File: config.mk
export PLATFORM = sky130hd
export DESIGN_NAME = mbc_clkgen
export DESIGN_NICKNAME = d
export VERILOG_FILES = /design/src/rtl/mbc_pkg.sv /design/src/rtl/mbc_ratio_map.sv /design/src/rtl/mbc_div_core.sv /design/src/rtl/mbc_out_gate.sv /design/src/rtl/mbc_bank.sv /design/src/rtl/mbc_clkgen.sv
export SDC_FILE = /design/constraint.sdc
export NUM_CORES = 1
export LEC_CHECK = 0
export BUFFER_PORTS_ARGS = -buffer_cell sky130_fd_sc_hd__buf_2
export CORE_MARGIN = 8
export CORE_UTILIZATION = 45
export DETAILED_ROUTE_END_ITERATION = 10
export HOLD_SLACK_MARGIN = 0.03
export PLACE_DENSITY = 0.69
export SLEW_MARGIN = 20
export SYNTH_ARGS = -nofsm -noshare
export SYNTH_HDL_FRONTEND = slang
export SYNTH_SLANG_ARGS = --single-unit
export TNS_END_PERCENT = 1
File: constraint.sdc
create_clock -name clk -period 5.5 [get_ports clk]
set_input_delay 0.825 -clock clk [delete_from_list [all_inputs] [get_ports clk]]
set_output_delay 0.825 -clock clk [all_outputs]
set_load 0.005 [all_outputs]
File: src/rtl/mbc_pkg.sv
// Shared types and ratio tables for the multi-bank clock divider.
// Assumes ratios are even, so each period splits into equal half periods.
package mbc_pkg;

    typedef enum logic [1:0] {
        BK_A  = 2'd0,
        BK_B  = 2'd1,
        BK_C  = 2'd2,
        BK_FB = 2'd3
    } bank_kind_e;

    // Largest half period after the optional doubling (bank A code 11: 24/2).
    localparam int MAX_HALF = 12;
    localparam int HALF_W   = $clog2(MAX_HALF + 1);

    // Half period in fast-clock cycles with the fast clock used directly.
    function automatic logic [HALF_W-1:0] base_half(bank_kind_e kind, logic [1:0] code);
        logic [HALF_W-1:0] h;
        unique case (kind)
            BK_A: begin
                case (code)
                    2'b00: h = HALF_W'(1);
                    2'b01: h = HALF_W'(3);
                    2'b10: h = HALF_W'(2);
                    default: h = HALF_W'(6);
                endcase
            end
            BK_B: begin
                case (code)
                    2'b00: h = HALF_W'(1);
                    2'b01: h = HALF_W'(3);
                    2'b10: h = HALF_W'(2);
                    default: h = HALF_W'(5);
                endcase
            end
            BK_C: begin
                case (code)
                    2'b00: h = HALF_W'(4);
                    2'b01: h = HALF_W'(1);
                    2'b10: h = HALF_W'(3);
                    default: h = HALF_W'(2);
                endcase
            end
            default: begin
                case (code)
                    2'b00: h = HALF_W'(2);
                    2'b01: h = HALF_W'(3);
                    2'b10: h = HALF_W'(4);
                    default: h = HALF_W'(5);
                endcase
            end
        endcase
        return h;
    endfunction

endpackage

File: src/rtl/mbc_ratio_map.sv
// Maps a bank's ratio code and the pre-divide select to a half period.
// Assumes the package tables give a nonzero half period for each code.
module mbc_ratio_map #(
    parameter mbc_pkg::bank_kind_e KIND = mbc_pkg::BK_A,
    parameter int HW = mbc_pkg::HALF_W
) (
    input  logic [1:0]    code,
    input  logic          fast_direct,
    output logic [HW-1:0] half
);
    logic [HW-1:0] base;

    // Table lookup, then doubled when the fast clock is halved first.
    always_comb begin
        base = HW'(mbc_pkg::base_half(KIND, code));
        half = fast_direct ? base : (base << 1);
    end
endmodule

File: src/rtl/mbc_div_core.sv
// Even-ratio counter: high phase, then low phase, each of a latched length.
// A new half period is taken only at period start (low phase, count spent).
// Assumes half_in is never zero.
module mbc_div_core #(
    parameter int HW = mbc_pkg::HALF_W
) (
    input  logic          clk,
    input  logic          rst_n,
    input  logic [HW-1:0] half_in,
    output logic          phase,
    output logic          restart
);
    logic [HW-1:0] cnt_q;
    logic [HW-1:0] half_q;
    logic          phase_q;

    // Period start: the low phase has run out.
    assign restart = !phase_q && (cnt_q == '0);
    assign phase   = phase_q;

    // Counts down each half period and latches a new length at period start.
    always_ff @(posedge clk) begin
        if (!rst_n) begin
            phase_q <= 1'b0;
            cnt_q   <= '0;
            half_q  <= '0;
        end else if (cnt_q != '0) begin
            cnt_q <= cnt_q - 1'b1;
        end else if (phase_q) begin
            phase_q <= 1'b0;
            cnt_q   <= half_q - 1'b1;
        end else begin
            phase_q <= 1'b1;
            half_q  <= half_in;
            cnt_q   <= half_in - 1'b1;
        end
    end
endmodule

File: src/rtl/mbc_out_gate.sv
// One output: enable and invert are latched at period start, so a
// frozen output is removed or restored only for whole periods.
// Assumes load pulses on the same edge the divider starts a period.
module mbc_out_gate (
    input  logic clk,
    input  logic rst_n,
    input  logic load,
    input  logic phase,
    input  logic en,
    input  logic inv,
    output logic q
);
    logic gate_q;
    logic inv_q;

    // Latches enable and invert at the period boundary.
    always_ff @(posedge clk) begin
        if (!rst_n) begin
            gate_q <= 1'b0;
            inv_q  <= 1'b0;
        end else if (load) begin
            gate_q <= en;
            inv_q  <= inv;
        end
    end

    // Output is low whenever gated off.
    assign q = gate_q & (phase ^ inv_q);
endmodule

File: src/rtl/mbc_bank.sv
// One bank: a ratio lookup, one divider core and NOUT output gates.
// INV_MASK selects which outputs follow the invert input.
module mbc_bank #(
    parameter mbc_pkg::bank_kind_e KIND = mbc_pkg::BK_A,
    parameter int NOUT     = 4,
    parameter int HW       = mbc_pkg::HALF_W,
    parameter logic [NOUT-1:0] INV_MASK = '0
) (
    input  logic            clk,
    input  logic            rst_n,
    input  logic [1:0]      code,
    input  logic            fast_direct,
    input  logic [NOUT-1:0] en,
    input  logic            inv,
    output logic [NOUT-1:0] q
);
    logic [HW-1:0] half_new;
    logic          phase;
    logic          restart;

    mbc_ratio_map #(.KIND(KIND), .HW(HW)) i_map (
        .code        (code),
        .fast_direct (fast_direct),
        .half        (half_new)
    );

    mbc_div_core #(.HW(HW)) i_core (
        .clk     (clk),
        .rst_n   (rst_n),
        .half_in (half_new),
        .phase   (phase),
        .restart (restart)
    );

    for (genvar i = 0; i < NOUT; i++) begin : g_out
        mbc_out_gate i_gate (
            .clk   (clk),
            .rst_n (rst_n),
            .load  (restart),
            .phase (phase),
            .en    (en[i]),
            .inv   (inv & INV_MASK[i]),
            .q     (q[i])
        );
    end
endmodule

File: src/rtl/mbc_clkgen.sv
// Top: three four-output banks plus a feedback divider, all from clk.
// QC0 and the feedback output are tied enabled so they cannot be frozen.
// Assumes selects and enables are synchronous to clk.
module mbc_clkgen #(
    parameter int BANK_W = 4,
    parameter int HW     = mbc_pkg::HALF_W,
    localparam int EN_W  = 3 * BANK_W - 1
) (
    input  logic              clk,
    input  logic              rst_n,
    input  logic              fast_direct,
    input  logic [1:0]        sel_a,
    input  logic [1:0]        sel_b,
    input  logic [1:0]        sel_c,
    input  logic [1:0]        sel_fb,
    input  logic              inv_c,
    input  logic [EN_W-1:0]   run_en,
    output logic [BANK_W-1:0] qa,
    output logic [BANK_W-1:0] qb,
    output logic [BANK_W-1:0] qc,
    output logic              fb_out
);
    localparam logic [BANK_W-1:0] C_INV = {2'b11, {(BANK_W-2){1'b0}}};

    logic [BANK_W-1:0] en_c;
    logic [0:0]        fb_q;

    // Bank C bit 0 is always running.
    assign en_c = {run_en[EN_W-1:2*BANK_W], 1'b1};

    mbc_bank #(.KIND(mbc_pkg::BK_A), .NOUT(BANK_W), .HW(HW), .INV_MASK('0)) i_bank_a (
        .clk (clk), .rst_n (rst_n), .code (sel_a), .fast_direct (fast_direct),
        .en (run_en[BANK_W-1:0]), .inv (1'b0), .q (qa)
    );

    mbc_bank #(.KIND(mbc_pkg::BK_B), .NOUT(BANK_W), .HW(HW), .INV_MASK('0)) i_bank_b (
        .clk (clk), .rst_n (rst_n), .code (sel_b), .fast_direct (fast_direct),
        .en (run_en[2*BANK_W-1:BANK_W]), .inv (1'b0), .q (qb)
    );

    mbc_bank #(.KIND(mbc_pkg::BK_C), .NOUT(BANK_W), .HW(HW), .INV_MASK(C_INV)) i_bank_c (
        .clk (clk), .rst_n (rst_n), .code (sel_c), .fast_direct (fast_direct),
        .en (en_c), .inv (inv_c), .q (qc)
    );

    mbc_bank #(.KIND(mbc_pkg::BK_FB), .NOUT(1), .HW(HW), .INV_MASK(1'b0)) i_bank_fb (
        .clk (clk), .rst_n (rst_n), .code (sel_fb), .fast_direct (fast_direct),
        .en (1'b1), .inv (1'b0), .q (fb_q)
    );

    assign fb_out = fb_q[0];
endmodule

==> flow_summary.ini <==
[worst_setup_path]
critical_path.most_common_cell = a21oi_1
path_class = primary input to register
cpMaxStageDelayCell = ha_1
required_ns = 5.66
slowest_delay_ns = 0.36
crit_arrival_ns = 2.52
path_cells = buf_2 -> inv_1 -> ha_1 -> mux2_2 -> a21oi_1 -> a31o_2 -> a21oi_1
cp-start-kind = primary input
crit_fanout = 22
cp-end-kind = register

[grt]
grt_pass1_wl_um = 8700
grt_max_degree = 30
antenna_found_initial = 0
grt_overflow = 0
grt_pass1_vias = 1933
grtUsageTotal_pct = 12.3

[layout]
nets = 350
drive_gt1_share_pct = 17.9
multi_input_area_um2 = 1320
area_growth_syn_to_layout_pct = 9.13
regArea_um2 = 1000
n_antenna_cell = 0
nFillCells = 536
finish.utilization_pct = 50.1
finalInstanceArea_um2 = 2720

[yosys]
synthCells = 301
synth_seq_cells = 50
yosysWarnings = 0
synth_top_cell_by_area = dfxtp_1
syn_area_um2 = 2490
synthTopCellsByArea = dfxtp_1 40%, a21oi_1 8.2%, nand2_1 6.9%
ys_types = 42
synth_top_flop_cell = dfxtp_1
seq_area_frac_synth_pct = 40.1
synthArstFlopShare_pct = 0
syn_nets = 334
syn_avg_cell_area_um2 = 8.29
synth_common_cells = 50 x dfxtp_1, 46 x nand2_1, 41 x a21oi_1, 32 x nor2_1, 17 x and2_1
synth.most_common_cell = dfxtp_1
yosysTopAreaCellShare_pct = 40.1
synth-edff-count = 0

[detailed_routing]
route.vias.total = 2003
antenna_left = 0
first_pass_iters = 4
drc = 0
dr.first_iter.drc_count = 113
via_per_inst = 5.14
wl_per_cell_um = 12.8
drt_wl_total_um = 4990

[sta]
fmax_ghz = 0.423
period_share_pct = 43.0
slew_violations = 0
worst_slew_pin_slew_ns = 0.802
fin_worst_skew_ns = 0.0100
setup_tns_ns = 0
hold_viol_final = 0
setup_viol = 0
slew_headroom_pct = 46.2
rsz0062_at_grt = no
period_needed_ns = 2.37

[placed_design]
placed_cell_area_um2 = 2620
dp_hpwl_um = 3590
gp_congestion = 0.816
portBuffers = 35

[power_and_ir_drop]
leakagePower_nw = 1.08
irDropWorstVdd_uv = 274
p_per_area_nw_per_um2 = 504

[floorplan]
chipHeight_um = 90.5
ios = 36
initial_utilization_pct = 45.9
coreArea_um2 = 5440
fp.dieW_um = 90.5
die_area_um2 = 8180
rows = 27

[clocking]
clkLatencyLatePin_ns = 0.30
clockBufferDepth = 2
cts.sinks = 50
root_buffer = clkbuf_8
post_cts_resized = 0
holdBufCountCts = 0
cts.clk_slew.worst_paths_ns = 0.09
htree_levels = 2
post_cts_buffers = 0
tritoncts = built
cts_buffers = 5

[outcome]
outcome = completed

[min_path]
hold_class = register to register

[flow_run]
drv_cap = 0
-- kinds of logic after synthesis --
family / share of synthesized area [%]
DFF: 40.1
buffers and inverters: 6.82
muxes: 1.30
adders and majority gates: 5.02
xor gates and xnor gates: 2.11
and+or+nand+nor: 26.3
AOI/OAI and AO/OA: 18.4
-- flip-flops by register name (all words and copies together) (netlist names) --
| signal | flops |
|---|---|
| i_bank_a.g_out.i_gate.gate_q | 4 |
| i_bank_a.i_core.cnt_q | 4 |
| i_bank_a.i_core.half_q | 4 |
| i_bank_a.i_core.phase | 1 |
| i_bank_b.g_out.i_gate.gate_q | 4 |
| i_bank_b.i_core.cnt_q | 4 |
| i_bank_b.i_core.half_q | 4 |
| i_bank_b.i_core.phase | 1 |
| i_bank_c.g_out.i_gate.gate_q | 4 |
| i_bank_c.g_out.i_gate.inv_q | 1 |
| i_bank_c.i_core.cnt_q | 4 |
| i_bank_c.i_core.half_q | 4 |
| i_bank_c.i_core.phase | 1 |
| i_bank_fb.g_out.i_gate.gate_q | 1 |
| i_bank_fb.i_core.cnt_q | 4 |
| i_bank_fb.i_core.half_q | 4 |
| i_bank_fb.i_core.phase | 1 |
-- stage by stage --
step	hold slack, ns	total power, W	setup slack, ns	std cells
after floorplan	0.432	0.00102	3.22	301
final	0.454	0.00137	3.13	390
after detailed placement	0.443	0.00113	2.82	382
after global routing	0.476	0.00149	3.01	390
after global placement	0.438	0.00110	2.86	382
after CTS	0.455	0.00138	3.14	390
-- power breakdown --
| part | total, W | switching [W] | internal (W) |
|---|---|---|---|
| Sequential | 0.000591 | 0.000112 | 0.000479 |
| Combinational | 0.000527 | 0.000299 | 0.000228 |
| Clock | 0.000255 | 0.000119 | 0.000136 |
-- worst max-delay path, delay by kind of cell --
kind | cells | cell delay, ns
multiplexers | 1 | 0.26
adder cells (fa/ha/maj) | 1 | 0.36
buffers and inverters | 2 | 0.58
AO/OA/AOI/OAI | 3 | 0.50
-- cells in the final DEF, fill, tap and decap left out, types with 8 or more instances in the layout --
master	Yosys	final
dfxtp_1	50	50
nand2_1	46	46
a21oi_1	41	41
buf_2	4	35
nor2_1	32	32
and2_1	17	17
ha_1	10	10
nor3_1	8	8
-- path summary, 6_finish.rpt --
| kind | startpoint | to | slack [ns] | depth (start not counted) |
|---|---|---|---|---|
| worst min register to register | i_bank_b.g_out[3].i_gate.gate_q | i_bank_b.g_out[3].i_gate.gate_q | 0.45 | 2 |
| worst max register to register | i_bank_c.i_core.cnt_q[1] | i_bank_c.i_core.cnt_q[2] | 3.38 | 6 |
| worst min-delay path | i_bank_b.g_out[3].i_gate.gate_q | i_bank_b.g_out[3].i_gate.gate_q | 0.45 | 2 |
| worst max-delay path | fast_direct | i_bank_fb.i_core.cnt_q[3] | 3.13 | 7 |
-- area by class of cell --
cell class / instances / share of cell area, %
Tap cell: 72 / 3.31
Sequential cell: 50 / 36.8
Clock inverter: 1 / 1.10
Multi-Input combinational cell: 219 / 48.6
Timing Repair Buffer: 36 / 6.71
Inverter: 5 / 0.689
Clock buffer: 7 / 2.80
-- layer usage --
metal  global-route usage (%)  wire [µm]
met5                        0          0
met4                     4.02         82
met3                     3.82        253
met2                     20.0       2190
met1                     15.1       2470
No activity file was read; power rests on OpenSTA's default activity.
